### src/rtl/sat_pkg.sv
package sat_pkg;

   typedef enum logic [1:0] {
      SAT_IDLE = 2'd0,
      SAT_LEAD = 2'd1,
      SAT_RUN  = 2'd2
   } sat_state_e;

   // Logical (active-true) sync level for the bit position about to be driven.
   function automatic logic sat_sync_at(
      input logic word_sync,
      input logic early,
      input logic in_slot0,
      input logic first_bit,
      input logic below_last,
      input logic last_pos
   );
      if (word_sync)
         return early ? ((in_slot0 && below_last) || last_pos) : in_slot0;
      else
         return early ? last_pos : (in_slot0 && first_bit);
   endfunction

endpackage

### src/rtl/sat_clkgen.sv
module sat_clkgen #(
   parameter int DIV_W = 8
) (
   input  logic             clk,
   input  logic             rst_n,
   input  logic             run,
   input  logic [DIV_W-1:0] div,
   output logic             bclk_raw,
   output logic             fall_evt
);

   logic [DIV_W-1:0] half_q;
   logic             raw_q;

   always_ff @(posedge clk or negedge rst_n) begin
      if (!rst_n) begin
         half_q <= '0;
         raw_q  <= 1'b0;
      end else if (!run) begin
         half_q <= '0;
         raw_q  <= 1'b0;
      end else if (half_q == div) begin
         half_q <= '0;
         raw_q  <= ~raw_q;
      end else begin
         half_q <= half_q + 1'b1;
      end
   end

   // Driving edge: the raw clock is about to fall.
   assign fall_evt = run && raw_q && (half_q == div);
   assign bclk_raw = raw_q;

endmodule

### src/rtl/sat_fifo.sv
module sat_fifo #(
   parameter int W     = 32,
   parameter int DEPTH = 4
) (
   input  logic         clk,
   input  logic         rst_n,
   input  logic         in_valid,
   output logic         in_ready,
   input  logic [W-1:0] in_data,
   output logic         out_valid,
   output logic [W-1:0] out_data,
   input  logic         pop
);

   localparam int PW = (DEPTH > 1) ? $clog2(DEPTH) : 1;
   localparam int CW = $clog2(DEPTH + 1);
   localparam bit POW2 = (DEPTH > 1) && ((DEPTH & (DEPTH - 1)) == 0);

   logic [W-1:0]  mem [DEPTH];
   logic [PW-1:0] wr_q, rd_q, wr_nx, rd_nx;
   logic [CW-1:0] cnt_q;
   logic          do_push, do_pop;

   assign in_ready  = (cnt_q != DEPTH[CW-1:0]);
   assign out_valid = (cnt_q != '0);
   assign out_data  = mem[rd_q];
   assign do_push   = in_valid && in_ready;
   assign do_pop    = pop && out_valid;

   generate
      if (POW2) begin : g_wrap_free
         assign wr_nx = wr_q + 1'b1;
         assign rd_nx = rd_q + 1'b1;
      end else begin : g_wrap_cmp
         assign wr_nx = (wr_q == PW'(DEPTH - 1)) ? '0 : wr_q + 1'b1;
         assign rd_nx = (rd_q == PW'(DEPTH - 1)) ? '0 : rd_q + 1'b1;
      end
   endgenerate

   always_ff @(posedge clk or negedge rst_n) begin
      if (!rst_n) begin
         wr_q  <= '0;
         rd_q  <= '0;
         cnt_q <= '0;
      end else begin
         if (do_push) wr_q <= wr_nx;
         if (do_pop)  rd_q <= rd_nx;
         if (do_push && !do_pop)      cnt_q <= cnt_q + 1'b1;
         else if (do_pop && !do_push) cnt_q <= cnt_q - 1'b1;
      end
   end

   always_ff @(posedge clk) begin
      if (do_push) mem[wr_q] <= in_data;
   end

endmodule

### src/rtl/sat_seq.sv
module sat_seq
   import sat_pkg::*;
#(
   parameter int MAX_W = 32,
   parameter int WW    = 6
) (
   input  logic             clk,
   input  logic             rst_n,
   input  logic             en,
   input  logic             fall_evt,
   input  logic             cfg_early,
   input  logic             cfg_word_sync,
   input  logic [WW-1:0]    cfg_word_w,
   input  logic             cfg_two_slots,
   input  logic             cfg_lsb_first,
   input  logic [1:0]       cfg_slot_mask,
   input  logic             fifo_valid,
   input  logic [MAX_W-1:0] fifo_data,
   output logic             fifo_pop,
   output logic             active,
   output logic             sdata_q,
   output logic             sync_q,
   output logic             underrun_q
);

   localparam int IW = (MAX_W > 1) ? $clog2(MAX_W) : 1;

   sat_state_e       st_q, st_d;
   logic [WW-1:0]    bit_q, bit_d, wm1, sel;
   logic             slot_q, slot_d;
   logic [MAX_W-1:0] word_q, word_d;
   logic             evt, last_bit, last_slot, last_pos;
   logic             slot_live, load, starve, bit_val, sync_d;

   assign wm1       = cfg_word_w - {{(WW-1){1'b0}}, 1'b1};
   assign evt       = ((st_q == SAT_IDLE) && en) || fall_evt;
   assign last_bit  = (bit_q == wm1);
   assign last_slot = (slot_q == cfg_two_slots);

   // Position that the next drive event presents.
   always_comb begin
      st_d   = st_q;
      bit_d  = bit_q;
      slot_d = slot_q;
      unique case (st_q)
         SAT_IDLE: begin
            if (en) begin
               bit_d  = '0;
               slot_d = 1'b0;
               st_d   = cfg_early ? SAT_LEAD : SAT_RUN;
            end
         end
         SAT_LEAD: begin
            bit_d  = '0;
            slot_d = 1'b0;
            st_d   = SAT_RUN;
         end
         SAT_RUN: begin
            if (last_bit && last_slot) begin
               bit_d  = '0;
               slot_d = 1'b0;
               st_d   = en ? SAT_RUN : SAT_IDLE;
            end else if (last_bit) begin
               bit_d  = '0;
               slot_d = 1'b1;
            end else begin
               bit_d  = bit_q + 1'b1;
            end
         end
         default: st_d = SAT_IDLE;
      endcase
   end

   // Last bit of a frame that another frame will follow (early sync slot).
   assign last_pos = (st_d == SAT_LEAD) ||
                     ((st_d == SAT_RUN) && (bit_d == wm1) &&
                      (slot_d == cfg_two_slots) && en);

   assign sync_d = (st_d != SAT_IDLE) &&
                   sat_sync_at(cfg_word_sync, cfg_early, !slot_d,
                               (bit_d == '0), (bit_d < wm1), last_pos);

   assign slot_live = (st_d == SAT_RUN) && (!slot_d || cfg_two_slots) &&
                      !cfg_slot_mask[slot_d];
   assign load      = (st_d == SAT_RUN) && (bit_d == '0);
   assign starve    = load && slot_live && !fifo_valid;
   assign fifo_pop  = evt && load && slot_live && fifo_valid;

   always_comb begin
      if (!load)
         word_d = word_q;
      else if (slot_live && fifo_valid)
         word_d = fifo_data;
      else
         word_d = '0;
   end

   assign sel     = cfg_lsb_first ? bit_d : (wm1 - bit_d);
   assign bit_val = (st_d == SAT_RUN) && word_d[sel[IW-1:0]];

   always_ff @(posedge clk or negedge rst_n) begin
      if (!rst_n) begin
         st_q       <= SAT_IDLE;
         bit_q      <= '0;
         slot_q     <= 1'b0;
         word_q     <= '0;
         sdata_q    <= 1'b0;
         sync_q     <= 1'b0;
         underrun_q <= 1'b0;
      end else begin
         underrun_q <= evt && starve;
         if (evt) begin
            st_q    <= st_d;
            bit_q   <= bit_d;
            slot_q  <= slot_d;
            word_q  <= word_d;
            sdata_q <= bit_val;
            sync_q  <= sync_d;
         end
      end
   end

   assign active = (st_q != SAT_IDLE);

endmodule

### src/rtl/sat_tx.sv
module sat_tx
   import sat_pkg::*;
#(
   parameter int MAX_W      = 32,
   parameter int FIFO_DEPTH = 4,
   parameter int DIV_W      = 8,
   localparam int WW        = $clog2(MAX_W + 1)
) (
   input  logic             clk,
   input  logic             rst_n,
   input  logic             tx_en,
   input  logic             cfg_early,
   input  logic             cfg_word_sync,
   input  logic             cfg_sync_actlow,
   input  logic             cfg_bclk_inv,
   input  logic [WW-1:0]    cfg_word_w,
   input  logic             cfg_two_slots,
   input  logic             cfg_lsb_first,
   input  logic [1:0]       cfg_slot_mask,
   input  logic [DIV_W-1:0] cfg_div,
   input  logic             in_valid,
   output logic             in_ready,
   input  logic [MAX_W-1:0] in_data,
   output logic             bclk,
   output logic             fsync,
   output logic             sdata,
   output logic             active,
   output logic             underrun
);

   generate
      if (MAX_W < 2) begin : g_bad_width
         $error("sat_tx: MAX_W must be at least 2");
      end
      if (FIFO_DEPTH < 1) begin : g_bad_depth
         $error("sat_tx: FIFO_DEPTH must be at least 1");
      end
      if (DIV_W < 1) begin : g_bad_div
         $error("sat_tx: DIV_W must be at least 1");
      end
   endgenerate

   logic             f_valid, f_pop, raw, fall_evt, sync_l, sd_l;
   logic [MAX_W-1:0] f_data;

   sat_fifo #(.W(MAX_W), .DEPTH(FIFO_DEPTH)) u_fifo (
      .clk      (clk),
      .rst_n    (rst_n),
      .in_valid (in_valid),
      .in_ready (in_ready),
      .in_data  (in_data),
      .out_valid(f_valid),
      .out_data (f_data),
      .pop      (f_pop)
   );

   sat_clkgen #(.DIV_W(DIV_W)) u_clk (
      .clk     (clk),
      .rst_n   (rst_n),
      .run     (active),
      .div     (cfg_div),
      .bclk_raw(raw),
      .fall_evt(fall_evt)
   );

   sat_seq #(.MAX_W(MAX_W), .WW(WW)) u_seq (
      .clk          (clk),
      .rst_n        (rst_n),
      .en           (tx_en),
      .fall_evt     (fall_evt),
      .cfg_early    (cfg_early),
      .cfg_word_sync(cfg_word_sync),
      .cfg_word_w   (cfg_word_w),
      .cfg_two_slots(cfg_two_slots),
      .cfg_lsb_first(cfg_lsb_first),
      .cfg_slot_mask(cfg_slot_mask),
      .fifo_valid   (f_valid),
      .fifo_data    (f_data),
      .fifo_pop     (f_pop),
      .active       (active),
      .sdata_q      (sd_l),
      .sync_q       (sync_l),
      .underrun_q   (underrun)
   );

   assign bclk  = raw ^ cfg_bclk_inv;
   assign fsync = sync_l ^ cfg_sync_actlow;
   assign sdata = sd_l;

endmodule

### config.mk
export PLATFORM = sky130hd
export DESIGN_NAME = sat_tx
export DESIGN_NICKNAME = d
export VERILOG_FILES = /design/src/rtl/sat_pkg.sv /design/src/rtl/sat_clkgen.sv /design/src/rtl/sat_fifo.sv /design/src/rtl/sat_seq.sv /design/src/rtl/sat_tx.sv
export SDC_FILE = /design/constraint.sdc
export NUM_CORES = 1
export LEC_CHECK = 0
export BUFFER_PORTS_ARGS = -buffer_cell sky130_fd_sc_hd__buf_2
export CAP_MARGIN = 20
export CORE_ASPECT_RATIO = 1.75
export CORE_MARGIN = 10
export CORE_UTILIZATION = 35
export DETAILED_ROUTE_END_ITERATION = 12
export GPL_TIMING_DRIVEN = 0
export SYNTH_ARGS = -nofsm -noshare
export SYNTH_HDL_FRONTEND = slang
export SYNTH_SLANG_ARGS = --single-unit
### constraint.sdc
create_clock -name clk -period 4.09 [get_ports clk]
set_input_delay 0.2045 -clock clk [delete_from_list [all_inputs] [get_ports clk]]
set_output_delay 0.2045 -clock clk [all_outputs]
set_load 0.05 [all_outputs]
==> flow_metrics.tcl <==
set metrics [dict create \
    outcome "finished with violations" \
    violations "negative setup slack" \
    grt_pass1_wl_um 35500 \
    htreeDepth 4 \
    drive_gt1_share_pct 28.4 \
    power_mw 8.33 \
    syn_area_per_cell_um2 13.0 \
    stdcell_count 1178 \
    wirelength_um 22300 \
    synth.top_cell.area_share_pct 42.2 \
    fillers 2401 \
    antenna_found_initial 0 \
    cts.path.max_buffers 2 \
    post-place-ws_ps -930 \
    synth-seq-area-share_pct 58.7 \
    post-synth-top-count-cell "edfxtp_1" \
    die_w_um 142 \
    grt_max_degree 61 \
    start_util_pct 35.3 \
    clock-root-buffer "clkbuf_16" \
    hold_viol 0 \
    dp_cells 1084 \
    synth-edff-count 128 \
    area_growth_pct 24.2 \
    synth_cells 700 \
    dieArea_um2 33100 \
    nets 924 \
    io_pins 64 \
    cts.sinks 188 \
    insertedDiodeCount 0 \
    max_freq_mhz 236 \
    synthDistinctLibCells 77 \
    ir_drop_mv 0.398 \
    coreArea_um2 25800 \
    drc 0 \
    p_leak_nw 4.26 \
    hold-worst-slack_ps 82.0 \
    cts_buffers 17 \
    synth_area_um2 9110 \
    yosysTopAreaCell "edfxtp_1" \
    slew_violations 0 \
    crit_arrival_ps 4560 \
    timing.final.ws_setup_ps -150 \
    worstPathMaxFanout 5 \
    path_class "flop to flop" \
    cap_violations 0 \
    ant_nets 0 \
    clkTransAtPathRegs_ps 80 \
    synthArstFlopShare_pct 31.9 \
    via_per_inst 5.22 \
    synthTopCellsByArea "edfxtp_1, dfrtp_1, mux4_2" \
    yosys-top-cells-count "edfxtp_1, nand2_1, dfrtp_1, o21ai_0, nor2_1" \
    setup-violations-final 2 \
    grt.total_usage_pct 13.8 \
    multiInputGateArea_um2 3800 \
    drtPass1Iterations 4 \
    wire_per_inst_um 18.9 \
    utilization_pct 43.9 \
    critPathLaunchType "flop" \
    endpoint_kind "flop" \
    cts_tree "built" \
    synth_seq_cells 188 \
    clk_latency_ps 450 \
    io_buffers 63 \
    drtIter0Drc 405 \
    dpl.hpwl_um 15600 \
    slew_headroom_pct 36.1 \
    required_ps 4410 \
    finalCriticalPeriod_ps 4240 \
    globalplace.congestion 0.913 \
    tightest_slew_ps 959 \
    die_h_um 233 \
    ys.flop_type "edfxtp_1" \
    num_rows 78 \
    num_vias 6148 \
    clock_skew_ps 17.5 \
    powerDensity_nw_per_um2 737 \
    post-route-period-util_pct 104 \
    seqCellArea_um2 5350 \
    synth_nets 779 \
    hold_path_class "input pin to flop" \
    synth_warnings 0 \
    grt_overflow 0 \
    rsz0062_at_grt "yes" \
    grt_pass1_vias 6443 \
]
==> critical path: stages (launching register included) <==
cell and delay (ps):
dfrtp_1 380, buf_6 130, xor2_4 190, xnor2_4 140
or4_4 540, o21ai_4 170, o21ai_2 90, ha_2 200
inv_2 60, fa_1 450, nor2_2 120, a31oi_1 80
o31ai_4 150, buf_4 180, buf_4 110, nand2_2 70
o22ai_1 160, o22ai_1 90, and4b_1 220, o41ai_4 450
o211ai_2 120
==> cell usage in the layout, fill, tap and decap left out, types with 7 or more instances in the layout <==
| master | Yosys | final |
|---|---|---|
| mux4_2 | 31 | 31 |
| nand3_1 | 10 | 10 |
| xnor2_1 | 23 | 20 |
| buf_4 | 1 | 34 |
| buf_2 | 6 | 66 |
| xor2_1 | 16 | 14 |
| mux2i_1 | 9 | 9 |
| dfrtp_1 | 60 | 59 |
| nand2_1 | 103 | 100 |
| dlygate4sd3_1 | 0 | 33 |
| nor2b_1 | 8 | 7 |
| clkbuf_16 | 0 | 17 |
| a21oi_1 | 28 | 26 |
| ha_1 | 19 | 15 |
| inv_1 | 19 | 14 |
| a31oi_1 | 8 | 8 |
| mux2_2 | 9 | 8 |
| edfxtp_1 | 128 | 128 |
| nor2_1 | 33 | 29 |
| o21ai_0 | 47 | 43 |
| clkbuf_1 | 22 | 18 |
==> cell families after synthesis <==
group | count (synthesis) | share of synthesized area (%)
compound gates | 138 | 10.2
simple gates | 207 | 11.0
buf+inv | 54 | 2.68
xor+xnor | 42 | 4.44
mux | 50 | 9.89
fa+ha+maj | 21 | 3.05
flops | 188 | 58.7
==> cell type report <==
| class | instances | area share [%] |
|---|---|---|
| inverter | 20 | 0.863 |
| sequential | 188 | 47.3 |
| clock inverter | 15 | 1.49 |
| multi-input combinational | 458 | 33.6 |
| buffer | 32 | 1.47 |
| timing repair buffer | 128 | 7.97 |
| clock buffer | 17 | 3.76 |
| tap | 320 | 3.54 |
==> registers in the layout, summed over array words and instances (netlist names), 2 cells and up <==
signal / count
u_clk.half_q: 8
u_fifo.cnt_q: 3
u_fifo.wr_q: 2
u_seq.word_q: 32
u_fifo.mem: 128
u_fifo.rd_q: 2
u_seq.bit_q: 6
u_seq.st_q: 2
==> what timing repair did <==
action,CTS,global route
gates resized for setup,42,10
pin swaps,18,3
hold endpoints to repair,188,0
endpoints found under the setup margin,4,21
hold buffers,33,0
setup buffers,30,1
==> worst paths after layout <==
check | start | end | slack (ps) | depth (start not counted)
min | cfg_slot_mask[0] | u_seq.underrun_q | 80 | 3
max | u_seq.bit_q[4] | u_seq.sdata_q | -150 | 20
max reg2reg | u_seq.bit_q[4] | u_seq.sdata_q | -150 | 20
min in group asynchronous | rst_n | u_fifo.wr_q[0] | 400 | 2
max in group asynchronous | rst_n | u_seq.bit_q[1] | 3060 | 2
min reg2reg | u_seq.word_q[28] | u_seq.word_q[28] | 480 | 2
==> power by group <==
group	leakage, nW	total (mW)	switching, mW	internal [mW]
clock	0.290	1.66	0.784	0.874
sequential	1.96	2.84	0.259	2.58
combinational	2.01	3.83	2.21	1.63
total	4.26	8.33	3.25	5.08
==> routing by layer <==
layer	track usage (%)	up-vias	wire length (um)
li1	-	2898	-
met1	15.0	3038	8500
met4	6.60	0	783
met3	2.50	41	884
met2	25.0	171	12100
met5	0	-	0
==> metrics by stage <==
stage	cell area (um^2)	TNS [ps]
2_1_floorplan	9220	-25.4
3_3_place_gp	9940	-4090
3_5_place_dp	9960	-4990
4_1_cts	11300	-135
5_1_grt	11300	-382
6_report	11300	-194
(Power assumes the default switching activity.)
